===== config.mk =====
export PLATFORM = sky130hd
export DESIGN_NAME = dma_chan_arbiter
export DESIGN_NICKNAME = d
export VERILOG_FILES = /design/src/rtl/dma_arb_pkg.sv /design/src/rtl/dma_arb_ctlreg.sv /design/src/rtl/dma_arb_reqlatch.sv /design/src/rtl/dma_arb_pick.sv /design/src/rtl/dma_chan_arbiter.sv
export SDC_FILE = /design/constraint.sdc
export NUM_CORES = 1
export LEC_CHECK = 0
export BUFFER_PORTS_ARGS = -buffer_cell sky130_fd_sc_hd__buf_2
export CAP_MARGIN = 15
export CORE_UTILIZATION = 47
export CTS_CLUSTER_DIAMETER = 100
export DETAILED_ROUTE_END_ITERATION = 16
export GPL_ROUTABILITY_DRIVEN = 1
export GPL_TIMING_DRIVEN = 0
export PLACE_DENSITY = 0.9
export SYNTH_ARGS = -nofsm -noshare
export SYNTH_HDL_FRONTEND = slang
export SYNTH_SLANG_ARGS = --single-unit
export TNS_END_PERCENT = 5

===== constraint.sdc =====
create_clock -name clk -period 4.47 [get_ports clk]
set_input_delay 0.447 -clock clk [delete_from_list [all_inputs] [get_ports clk]]
set_output_delay 0.447 -clock clk [all_outputs]
set_load 0.02 [all_outputs]

===== src/rtl/dma_arb_pkg.sv =====
package dma_arb_pkg;
  typedef enum logic {ARB_IDLE, ARB_OWN} arb_state_t;
endpackage


===== src/rtl/dma_arb_ctlreg.sv =====
module dma_arb_ctlreg #(
  parameter int W = 16
) (
  input  logic         clk,
  input  logic         rst_n,
  input  logic [W-1:0] set_i,
  input  logic [W-1:0] clr_i,
  output logic [W-1:0] q_o
);
  // clear takes precedence over set on the same bit
  always_ff @(posedge clk or negedge rst_n) begin
    if (!rst_n) q_o <= '0;
    else        q_o <= (q_o | set_i) & ~clr_i;
  end
endmodule


===== src/rtl/dma_arb_reqlatch.sv =====
module dma_arb_reqlatch #(
  parameter int W = 16
) (
  input  logic         clk,
  input  logic         rst_n,
  input  logic [W-1:0] per_single_i,
  input  logic [W-1:0] per_burst_i,
  input  logic [W-1:0] sw_i,
  input  logic [W-1:0] mask_i,
  input  logic [W-1:0] en_i,
  input  logic [W-1:0] take_i,
  input  logic [W-1:0] restore_i,
  output logic [W-1:0] pend_o
);
  logic [W-1:0] fresh;

  always_comb begin
    fresh = (sw_i | ((per_single_i | per_burst_i) & ~mask_i)) & en_i;
  end

  always_ff @(posedge clk or negedge rst_n) begin
    if (!rst_n) pend_o <= '0;
    else        pend_o <= (pend_o & ~take_i) | fresh | restore_i;
  end
endmodule


===== src/rtl/dma_arb_pick.sv =====
module dma_arb_pick #(
  parameter int W = 16
) (
  input  logic [W-1:0] cand_i,
  input  logic [W-1:0] hp_i,
  output logic [W-1:0] sel_o
);
  logic [W-1:0] hp_cand;
  logic [W-1:0] hp_first;
  logic [W-1:0] lo_first;
  logic [W:0]   hp_seen;
  logic [W:0]   lo_seen;

  assign hp_cand    = cand_i & hp_i;
  assign hp_seen[0] = 1'b0;
  assign lo_seen[0] = 1'b0;

  for (genvar i = 0; i < W; i++) begin : g_scan
    assign hp_first[i]  = hp_cand[i] & ~hp_seen[i];
    assign lo_first[i]  = cand_i[i] & ~lo_seen[i];
    assign hp_seen[i+1] = hp_seen[i] | hp_cand[i];
    assign lo_seen[i+1] = lo_seen[i] | cand_i[i];
  end

  assign sel_o = hp_seen[W] ? hp_first : lo_first;
endmodule


===== src/rtl/dma_chan_arbiter.sv =====
module dma_chan_arbiter #(
  parameter int N_CH  = 16,
  parameter int POW_W = 4
) (
  input  logic                  clk,
  input  logic                  rst_n,
  input  logic                  glb_en,
  input  logic [N_CH-1:0]       per_single_req,
  input  logic [N_CH-1:0]       per_burst_req,
  input  logic [N_CH-1:0]       sw_req,
  input  logic [N_CH-1:0]       single_only,
  input  logic [N_CH*POW_W-1:0] burst_pow,
  input  logic                  move_done,
  input  logic [N_CH-1:0]       en_set,
  input  logic [N_CH-1:0]       en_clr,
  input  logic [N_CH-1:0]       mask_set,
  input  logic [N_CH-1:0]       mask_clr,
  input  logic [N_CH-1:0]       hp_set,
  input  logic [N_CH-1:0]       hp_clr,
  output logic [N_CH-1:0]       grant,
  output logic [N_CH-1:0]       ch_en,
  output logic [N_CH-1:0]       ch_mask,
  output logic [N_CH-1:0]       ch_hp
);
  import dma_arb_pkg::*;

  localparam int CNT_W  = (1 << POW_W) - 1;
  localparam int SPAN_W = CNT_W + 1;

  arb_state_t        state_q;
  logic [N_CH-1:0]   grant_q;
  logic [CNT_W-1:0]  cnt_q;
  logic [N_CH-1:0]   pend;
  logic [N_CH-1:0]   cand;
  logic [N_CH-1:0]   sel;
  logic [N_CH-1:0]   take;
  logic [N_CH-1:0]   restore;
  logic [POW_W-1:0]  own_pow;
  logic              own_single;
  logic              own_live;
  logic [SPAN_W-1:0] span;
  logic [SPAN_W-1:0] lim;
  logic              last_move;
  logic              start;
  logic              abort;

  dma_arb_ctlreg #(.W(N_CH)) u_en   (.clk(clk), .rst_n(rst_n), .set_i(en_set),   .clr_i(en_clr),   .q_o(ch_en));
  dma_arb_ctlreg #(.W(N_CH)) u_mask (.clk(clk), .rst_n(rst_n), .set_i(mask_set), .clr_i(mask_clr), .q_o(ch_mask));
  dma_arb_ctlreg #(.W(N_CH)) u_hp   (.clk(clk), .rst_n(rst_n), .set_i(hp_set),   .clr_i(hp_clr),   .q_o(ch_hp));

  dma_arb_reqlatch #(.W(N_CH)) u_pend (
    .clk(clk), .rst_n(rst_n),
    .per_single_i(per_single_req), .per_burst_i(per_burst_req), .sw_i(sw_req),
    .mask_i(ch_mask), .en_i(ch_en), .take_i(take), .restore_i(restore),
    .pend_o(pend)
  );

  assign cand = pend & ch_en;

  dma_arb_pick #(.W(N_CH)) u_pick (.cand_i(cand), .hp_i(ch_hp), .sel_o(sel));

  // attributes of the current owner
  always_comb begin
    own_pow = '0;
    for (int i = 0; i < N_CH; i++) begin
      if (grant_q[i]) own_pow = own_pow | burst_pow[i*POW_W +: POW_W];
    end
  end

  assign own_single = |(grant_q & single_only);
  assign own_live   = |(grant_q & ch_en);
  assign span       = SPAN_W'(1) << own_pow;
  assign lim        = span - SPAN_W'(1);
  assign last_move  = own_single || ({1'b0, cnt_q} == lim);

  assign start   = (state_q == ARB_IDLE) && glb_en && (|cand);
  assign abort   = (state_q == ARB_OWN) && (!glb_en || !own_live);
  assign take    = start ? sel : '0;
  assign restore = abort ? grant_q : '0;

  always_ff @(posedge clk or negedge rst_n) begin
    if (!rst_n) begin
      state_q <= ARB_IDLE;
      grant_q <= '0;
      cnt_q   <= '0;
    end else begin
      case (state_q)
        ARB_IDLE: begin
          if (start) begin
            grant_q <= sel;
            cnt_q   <= '0;
            state_q <= ARB_OWN;
          end
        end
        ARB_OWN: begin
          if (abort) begin
            grant_q <= '0;
            state_q <= ARB_IDLE;
          end else if (move_done) begin
            if (last_move) begin
              grant_q <= '0;
              state_q <= ARB_IDLE;
            end else begin
              cnt_q <= cnt_q + CNT_W'(1);
            end
          end
        end
        default: state_q <= ARB_IDLE;
      endcase
    end
  end

  assign grant = grant_q;
endmodule


# After elaboration in Yosys (flattened, before gate mapping)
# Index checks and enable logic that the tools add are counted.
[totals]
register_bits = 96
in_bits = 228
out_inout_bits = 64
[op_classes]
addsub = 2
n_eq_ne = 7
n_shift = 1
muxes = 34
n_bitwise = 127
n_reduce_logical = 12
[ops]
columns = ["cell", "count"]
rows = [
  ["$and A16 B16 Y16", 10],
  ["$mux W16", 7],
  ["$or A16 B16 Y16", 7],
  ["$not A16 Y16", 5],
  ["$mux W4", 16],
  ["$mux W15", 4],
  ["$or A4 B4 Y4", 15],
  ["$reduce_or A16 Y1", 3],
  ["$pmux W16 S2", 1],
  ["$not A1 Y1", 31],
  ["$and A1 B1 Y1", 30],
  ["$pmux W15 S2", 1],
  ["$or A1 B1 Y1", 29],
  ["$eq A15 B16 Y1", 1],
  ["$shl A1 B4 Y16 const A", 1],
  ["$sub A16 B1 Y16 const B", 1],
  ["$add A15 B1 Y15 const B", 1],
  ["$ne A2 B2 Y1 const B", 4],
  ["$mux W1", 4],
  ["$reduce_and A4 Y1", 1],
  ["$logic_and A1 B1 Y1", 3],
  ["$ne A3 B1 Y1 const B", 1],
  ["$ne A3 B2 Y1 const B", 1],
  ["$reduce_and A3 Y1", 1],
  ["3 further kinds", 5],
]

# Logic depth before layout (Yosys ltp)
[logic_depth]
ltp_word = 39
ltp_mapped = 21

# Hierarchy
# From an unflattened synthesis, not the netlist that was laid out.
[hier_totals]
cells_unflattened = 644
area_unflattened_um2 = 6023.3
[modules_own_cells]
columns = ["mod", "instances", "cells_each", "area_per_inst_um2", "seq_area_each_um2"]
rows = [
  ["dma_chan_arbiter", 1, 360, 2917.8, 800.8],
  ["dma_arb_ctlreg", 3, 32, 560.5, 400.4],
  ["dma_arb_reqlatch", 1, 111, 937.1, 400.4],
  ["dma_arb_pick", 1, 77, 486.7, 0.0],
]

# Least setup slack after synthesis
# No wires, ideal clock.
[synth_path]
path_kind = "flip-flop to flip-flop"
startpoint = "register grant_q[7] (netlist: grant[7])"
endpoint = "register cnt_q[11]"
t_arrival_ns = 3.849
required_time_ns = 4.393
setup_slack_ns = 0.545
stages_incl_launch_ff = 20
path_buffers = 6
path_cell_list = "dfrtp_1 -> clkbuf_1 -> a22oi_1 -> nand2_1 -> or4_1 -> clkbuf_1 -> nand3_1 -> ha_1 -> clkbuf_1 -> nor2_1 -> or3_1 -> a22o_1 -> a2111oi_4 -> o2111ai_1 -> nor4_2 -> buf_4 -> buf_6 -> buf_12 -> o21ai_1 -> a21oi_2"
[synth_via]
elab_chain_cells = 23
word_cells_on_any_way = 31
cone_classes = "add/sub: 1; eq/ne: 3; shift: 1; mux: 9; bitwise: 10; reduce/logical: 7"
[synth_rtl]
columns = ["element", "line_no", "rtl"]
rows = [
  ["start, declared", "dma_chan_arbiter.sv:31", "logic [N_CH-1:0] grant_q;"],
  ["start signal, assigned", "dma_chan_arbiter.sv:90", "grant_q <= sel;"],
  ["$mux W4", "dma_chan_arbiter.sv:66", "if (grant_q[i]) own_pow = own_pow | burst_pow[i*POW_W +: POW_W];"],
  ["$or A4 B4 Y4", "dma_chan_arbiter.sv:66", ""],
  ["$mux W4", "dma_chan_arbiter.sv:66", ""],
  ["$or A4 B4 Y4", "dma_chan_arbiter.sv:66", ""],
  ["$mux W4", "dma_chan_arbiter.sv:66", ""],
  ["$or A4 B4 Y4", "dma_chan_arbiter.sv:66", ""],
  ["$mux W4", "dma_chan_arbiter.sv:66", ""],
  ["$or A4 B4 Y4", "dma_chan_arbiter.sv:66", ""],
  ["[... 7 more ...]", "-", ""],
  ["$or A4 B4 Y4", "dma_chan_arbiter.sv:66", ""],
  ["$mux W4", "dma_chan_arbiter.sv:66", ""],
  ["$shl A1 B4 Y16", "dma_chan_arbiter.sv:72", "assign span = SPAN_W'(1) << own_pow;"],
  ["$sub A16 B1 Y16", "dma_chan_arbiter.sv:73", "assign lim = span - SPAN_W'(1);"],
  ["$eq A15 B16 Y1", "dma_chan_arbiter.sv:74", "assign last_move = own_single || ({1'b0, cnt_q} == lim);"],
  ["$logic_or A1 B1 Y1", "dma_chan_arbiter.sv:74", ""],
  ["$ne A2 B2 Y1 (no source line)", "-", ""],
  ["$reduce_and A4 Y1 (no source line) *", "-", ""],
  ["end signal, assigned", "dma_chan_arbiter.sv:104", "cnt_q <= cnt_q + CNT_W'(1);"],
  ["end, declared", "dma_chan_arbiter.sv:32", "logic [CNT_W-1:0] cnt_q;"],
]
# Every way passes the cells marked *; elsewhere a longest branch is shown, timed or not.
# A chain may end at the register's enable or synchronous reset.

# Final worst setup path
[layout_path]
startpoint = "register grant_q[7] (netlist: grant[7])"
endpoint = "register grant_q[6] (netlist: grant[6])"
[layout_via]
elab_chain_cells = 23
word_cells_on_any_way = 33
cone_classes = "add/sub: 1; eq/ne: 3; shift: 1; mux: 11; bitwise: 10; reduce/logical: 7"
[layout_rtl]
columns = ["element", "line_no"]
rows = [
  ["$mux W4", "dma_chan_arbiter.sv:66"],
  ["$or A4 B4 Y4", "dma_chan_arbiter.sv:66"],
  ["$mux W4", "dma_chan_arbiter.sv:66"],
  ["$or A4 B4 Y4", "dma_chan_arbiter.sv:66"],
  ["$mux W4", "dma_chan_arbiter.sv:66"],
  ["$or A4 B4 Y4", "dma_chan_arbiter.sv:66"],
  ["$mux W4", "dma_chan_arbiter.sv:66"],
  ["$or A4 B4 Y4", "dma_chan_arbiter.sv:66"],
  ["[... 7 more ...]", "-"],
  ["$or A4 B4 Y4", "dma_chan_arbiter.sv:66"],
  ["$mux W4", "dma_chan_arbiter.sv:66"],
  ["$shl A1 B4 Y16", "dma_chan_arbiter.sv:72"],
  ["$sub A16 B1 Y16", "dma_chan_arbiter.sv:73"],
  ["$eq A15 B16 Y1", "dma_chan_arbiter.sv:74"],
  ["$logic_or A1 B1 Y1", "dma_chan_arbiter.sv:74"],
  ["$ne A3 B1 Y1 (no source line)", "-"],
  ["$reduce_and A3 Y1 (no source line)", "-"],
]
# Parallel ways exist; a longest one is shown, timed or not.

==> results.cfg <==
[synth]
syn_nets = 932
syn_inst = 702
synth_warnings = 0
avgSynthCellArea_um2 = 8.28
synth_edf_count = 0
synth-seq-cells = 96
synthFlopType = dfrtp_1
seq_area_frac_synth_pct = 41.3
synth.top_cells.by_area = dfrtp_1 41%, nor2_1 9.4%, a22oi_1 5.7%, nand2_1 5.0%, nand3_1 2.8%
synth_cell_type_count = 67
yosysTopAreaCellShare_pct = 41.3
yosys.area.top_type = dfrtp_1
synth-async-reset-ratio_pct = 100
synthesis.area_um2 = 5820

[sta]
max_freq_ghz = 0.237
final-setup-viol-count = 0
period_share_pct = 94.3
drv_slew = 0
worst_pin_slew_ns = 1.08
slew_headroom_pct = 27.7
hold_viol = 0
min_period_ns = 4.22
setup_ws_ns = 0.255
rsz0062_at_grt = false
fin_skew_ns = 0.0114

[floorplanning]
io-pin-count = 292
core-area_um2 = 12000
die-area_um2 = 12800
rows = 40
die_w_um = 113
initial_utilization_pct = 48.4
die_h_um = 113

[critical_path]
critical_path_class = reg -> reg
cpLargestDelayFamily = compound AO/OA/AOI/OAI gates
critPathSlowestCell = or4_4
cp-end-kind = flip-flop
required_ns = 4.76
slowest_delay_ns = 0.59
critPathBufInv = 3
cp-start-kind = flip-flop
crit_fanout = 10
cp.arrival_ns = 4.50
path_cells = clkbuf_1 > a22oi_1 > nand2_1 > or4_4 > nor2_4 > nand3_1 > ha_4 > clkinv_2 > nand2_1 > a2111oi_1 > a31o_2 > a22oi_1 > nand4_1 > nor4_4 > o41ai_2 > clkbuf_4 > a21o_1

[cells_and_area]
syn_to_final_growth_pct = 35.5
fillers = 1007
layout-drive-gt1-share_pct = 36.4
utilization_pct = 65.6
layout_commonest_cell = buf_2
final_cell_mix = 300 x buf_2, 144 x nor2_1, 94 x dfrtp_1
nets = 1231
fin_cells = 1153

[power]
swShare_pct = 38.9
p_leak_nw = 3.89
powerDensity_nw_per_um2 = 370
clkPwrFrac_pct = 25.3
comb_power_share_pct = 40.3
power_w = 0.00292
seq_power_share_pct = 34.3
irDropWorstVdd_mv = 0.312
p_switching_w = 0.00114
p_int_w = 0.00178

[global_route]
grt_use_met3_pct = 9.11
grt_use_total_pct = 36.0
grt_pass1_vias = 6767
top_usage_layer = met2
grt_max_degree = 50
grt_pass1_wl_um = 35100
antenna_found_initial = 1
grt_use_met2_pct = 62.0
gr-total-overflow = 0
use_met1_pct = 41.3

[detailed_routing]
routed_wl_um = 22700
vias = 7007
first_iter_violations = 600
wire_per_inst_um = 19.7
drtPass1Iterations = 8
vias_per_cell = 6.08
antenna_violating_nets_post_route = 0
post-route-drc-count = 0

[status]
status = finished, final reports clean

[clock_tree]
cts_max_level = 3
clockBufferDepth = 2
tritoncts = built
clock_sinks = 96
root_buffer = clkbuf_16
cts_made_buffers = 9
clk_latency_ns = 0.35
clk_pin_slew_ns = 0.07

[hold_path]
min_path_type = in -> async

[place]
numPortBuffers = 291
dp_cells = 1141
pre_cts_slack_ns = -0.694
hpwl_um = 17300
gp_congestion = 0.994

[run]
maxCapViolations = 0
## power by group through the flow
stage	Combinational (W)	Clock [W]	Sequential [W]
2_1_floorplan	0.000650	0	0.00103
3_3_place_gp	0.00107	0	0.00100
3_5_place_dp	0.00107	0	0.00100
4_1_cts	0.00109	0.000739	0.000993
5_1_grt	0.00128	0.000777	0.00101
6_report	0.00118	0.000740	0.00100
## layer usage
| metal | vias up | routed length, um |
|---|---|---|
| met5 | - | 0 |
| li1 | 3179 | - |
| met2 | 470 | 11200 |
| met4 | 0 | 978 |
| met1 | 3274 | 8280 |
| met3 | 84 | 2260 |
## flip-flops by register name (all words and copies together), names as in the netlist
register,flops
u_en.q_o,16
u_mask.q_o,16
grant,16
cnt_q,15
state_q,1
u_hp.q_o,16
u_pend.pend_o,16
## worst paths after layout
path	start	depth (start not counted)	slack, ns	to
min reg2reg	u_mask.q_o[9]	2	0.52	u_mask.q_o[9]
max in group asynchronous	rst_n	2	3.71	cnt_q[12]
min	rst_n	1	0.1	u_hp.q_o[4]
max reg2reg	grant[7]	17	0.25	grant[6]
min in group clk	hp_clr[9]	2	0.23	u_hp.q_o[9]
max	grant[7]	17	0.25	grant[6]
## cells in the mapped netlist, drive strengths merged, types with 11 or more instances
library cell	instances
nor2	145
dfrtp	96
nand2	78
a22oi	48
o21ai	37
nand3	33
clkbuf	27
a21oi	22
inv	20
buf	17
nand4	15
nor4	14
or3	14
or4	13
and3	11
o211ai	11
## cell families after synthesis
group | Yosys count | synth area share (%)
AO/OA/AOI/OAI | 186 | 24.2
adder cells (fa/ha/maj) | 2 | 0.430
buffers and inverters | 65 | 5.16
XOR/XNOR | 6 | 0.904
flip-flops | 96 | 41.3
multiplexers | 4 | 0.688
AND/OR/NAND/NOR | 343 | 27.3
## per-stage QoR
step / TNS, ns / cell area, um2 / hold WS [ns]
6_report: 0 / 7880 / 0.0971
5_1_grt: 0 / 7880 / 0.149
4_1_cts: 0 / 7780 / 0.126
3_5_place_dp: -14.88 / 7490 / 0.501
3_3_place_gp: -16.92 / 7460 / 0.497
2_1_floorplan: 0 / 5820 / 0.151
## worst reg2reg max path: stages (launching register included)
cell,delay [ns]
dfrtp_1,0.39
clkbuf_1,0.25
a22oi_1,0.23
nand2_1,0.19
or4_4,0.59
nor2_4,0.19
nand3_1,0.13
ha_4,0.23
clkinv_2,0.13
nand2_1,0.07
a2111oi_1,0.40
a31o_2,0.18
a22oi_1,0.06
nand4_1,0.15
nor4_4,0.06
o41ai_2,0.40
clkbuf_4,0.35
a21o_1,0.17
## area by class of cell
type                    instances  area, um2  share of cell area, %
inverters                      21       80.1                   1.02
plain buffers                  37        201                   2.56
diodes                          1       2.50                 0.0318
well taps                     147        184                   2.33
repair buffers                295       1510                   19.1
clock buffers                  11        253                   3.21
flip-flops and latches         96       2400                   30.5
multi-input cells             541       3220                   40.8
clock inverters                 4       27.5                  0.349
## what timing repair did
item	in CTS	in global routing
pin swaps	0	1
hold buffers	0	0
setup endpoints to repair	32	32
gates cloned	0	0
resized for setup	8	18
setup buffers	0	3
endpoints found under the hold margin	0	0
Power figures use the tool's default switching activity.
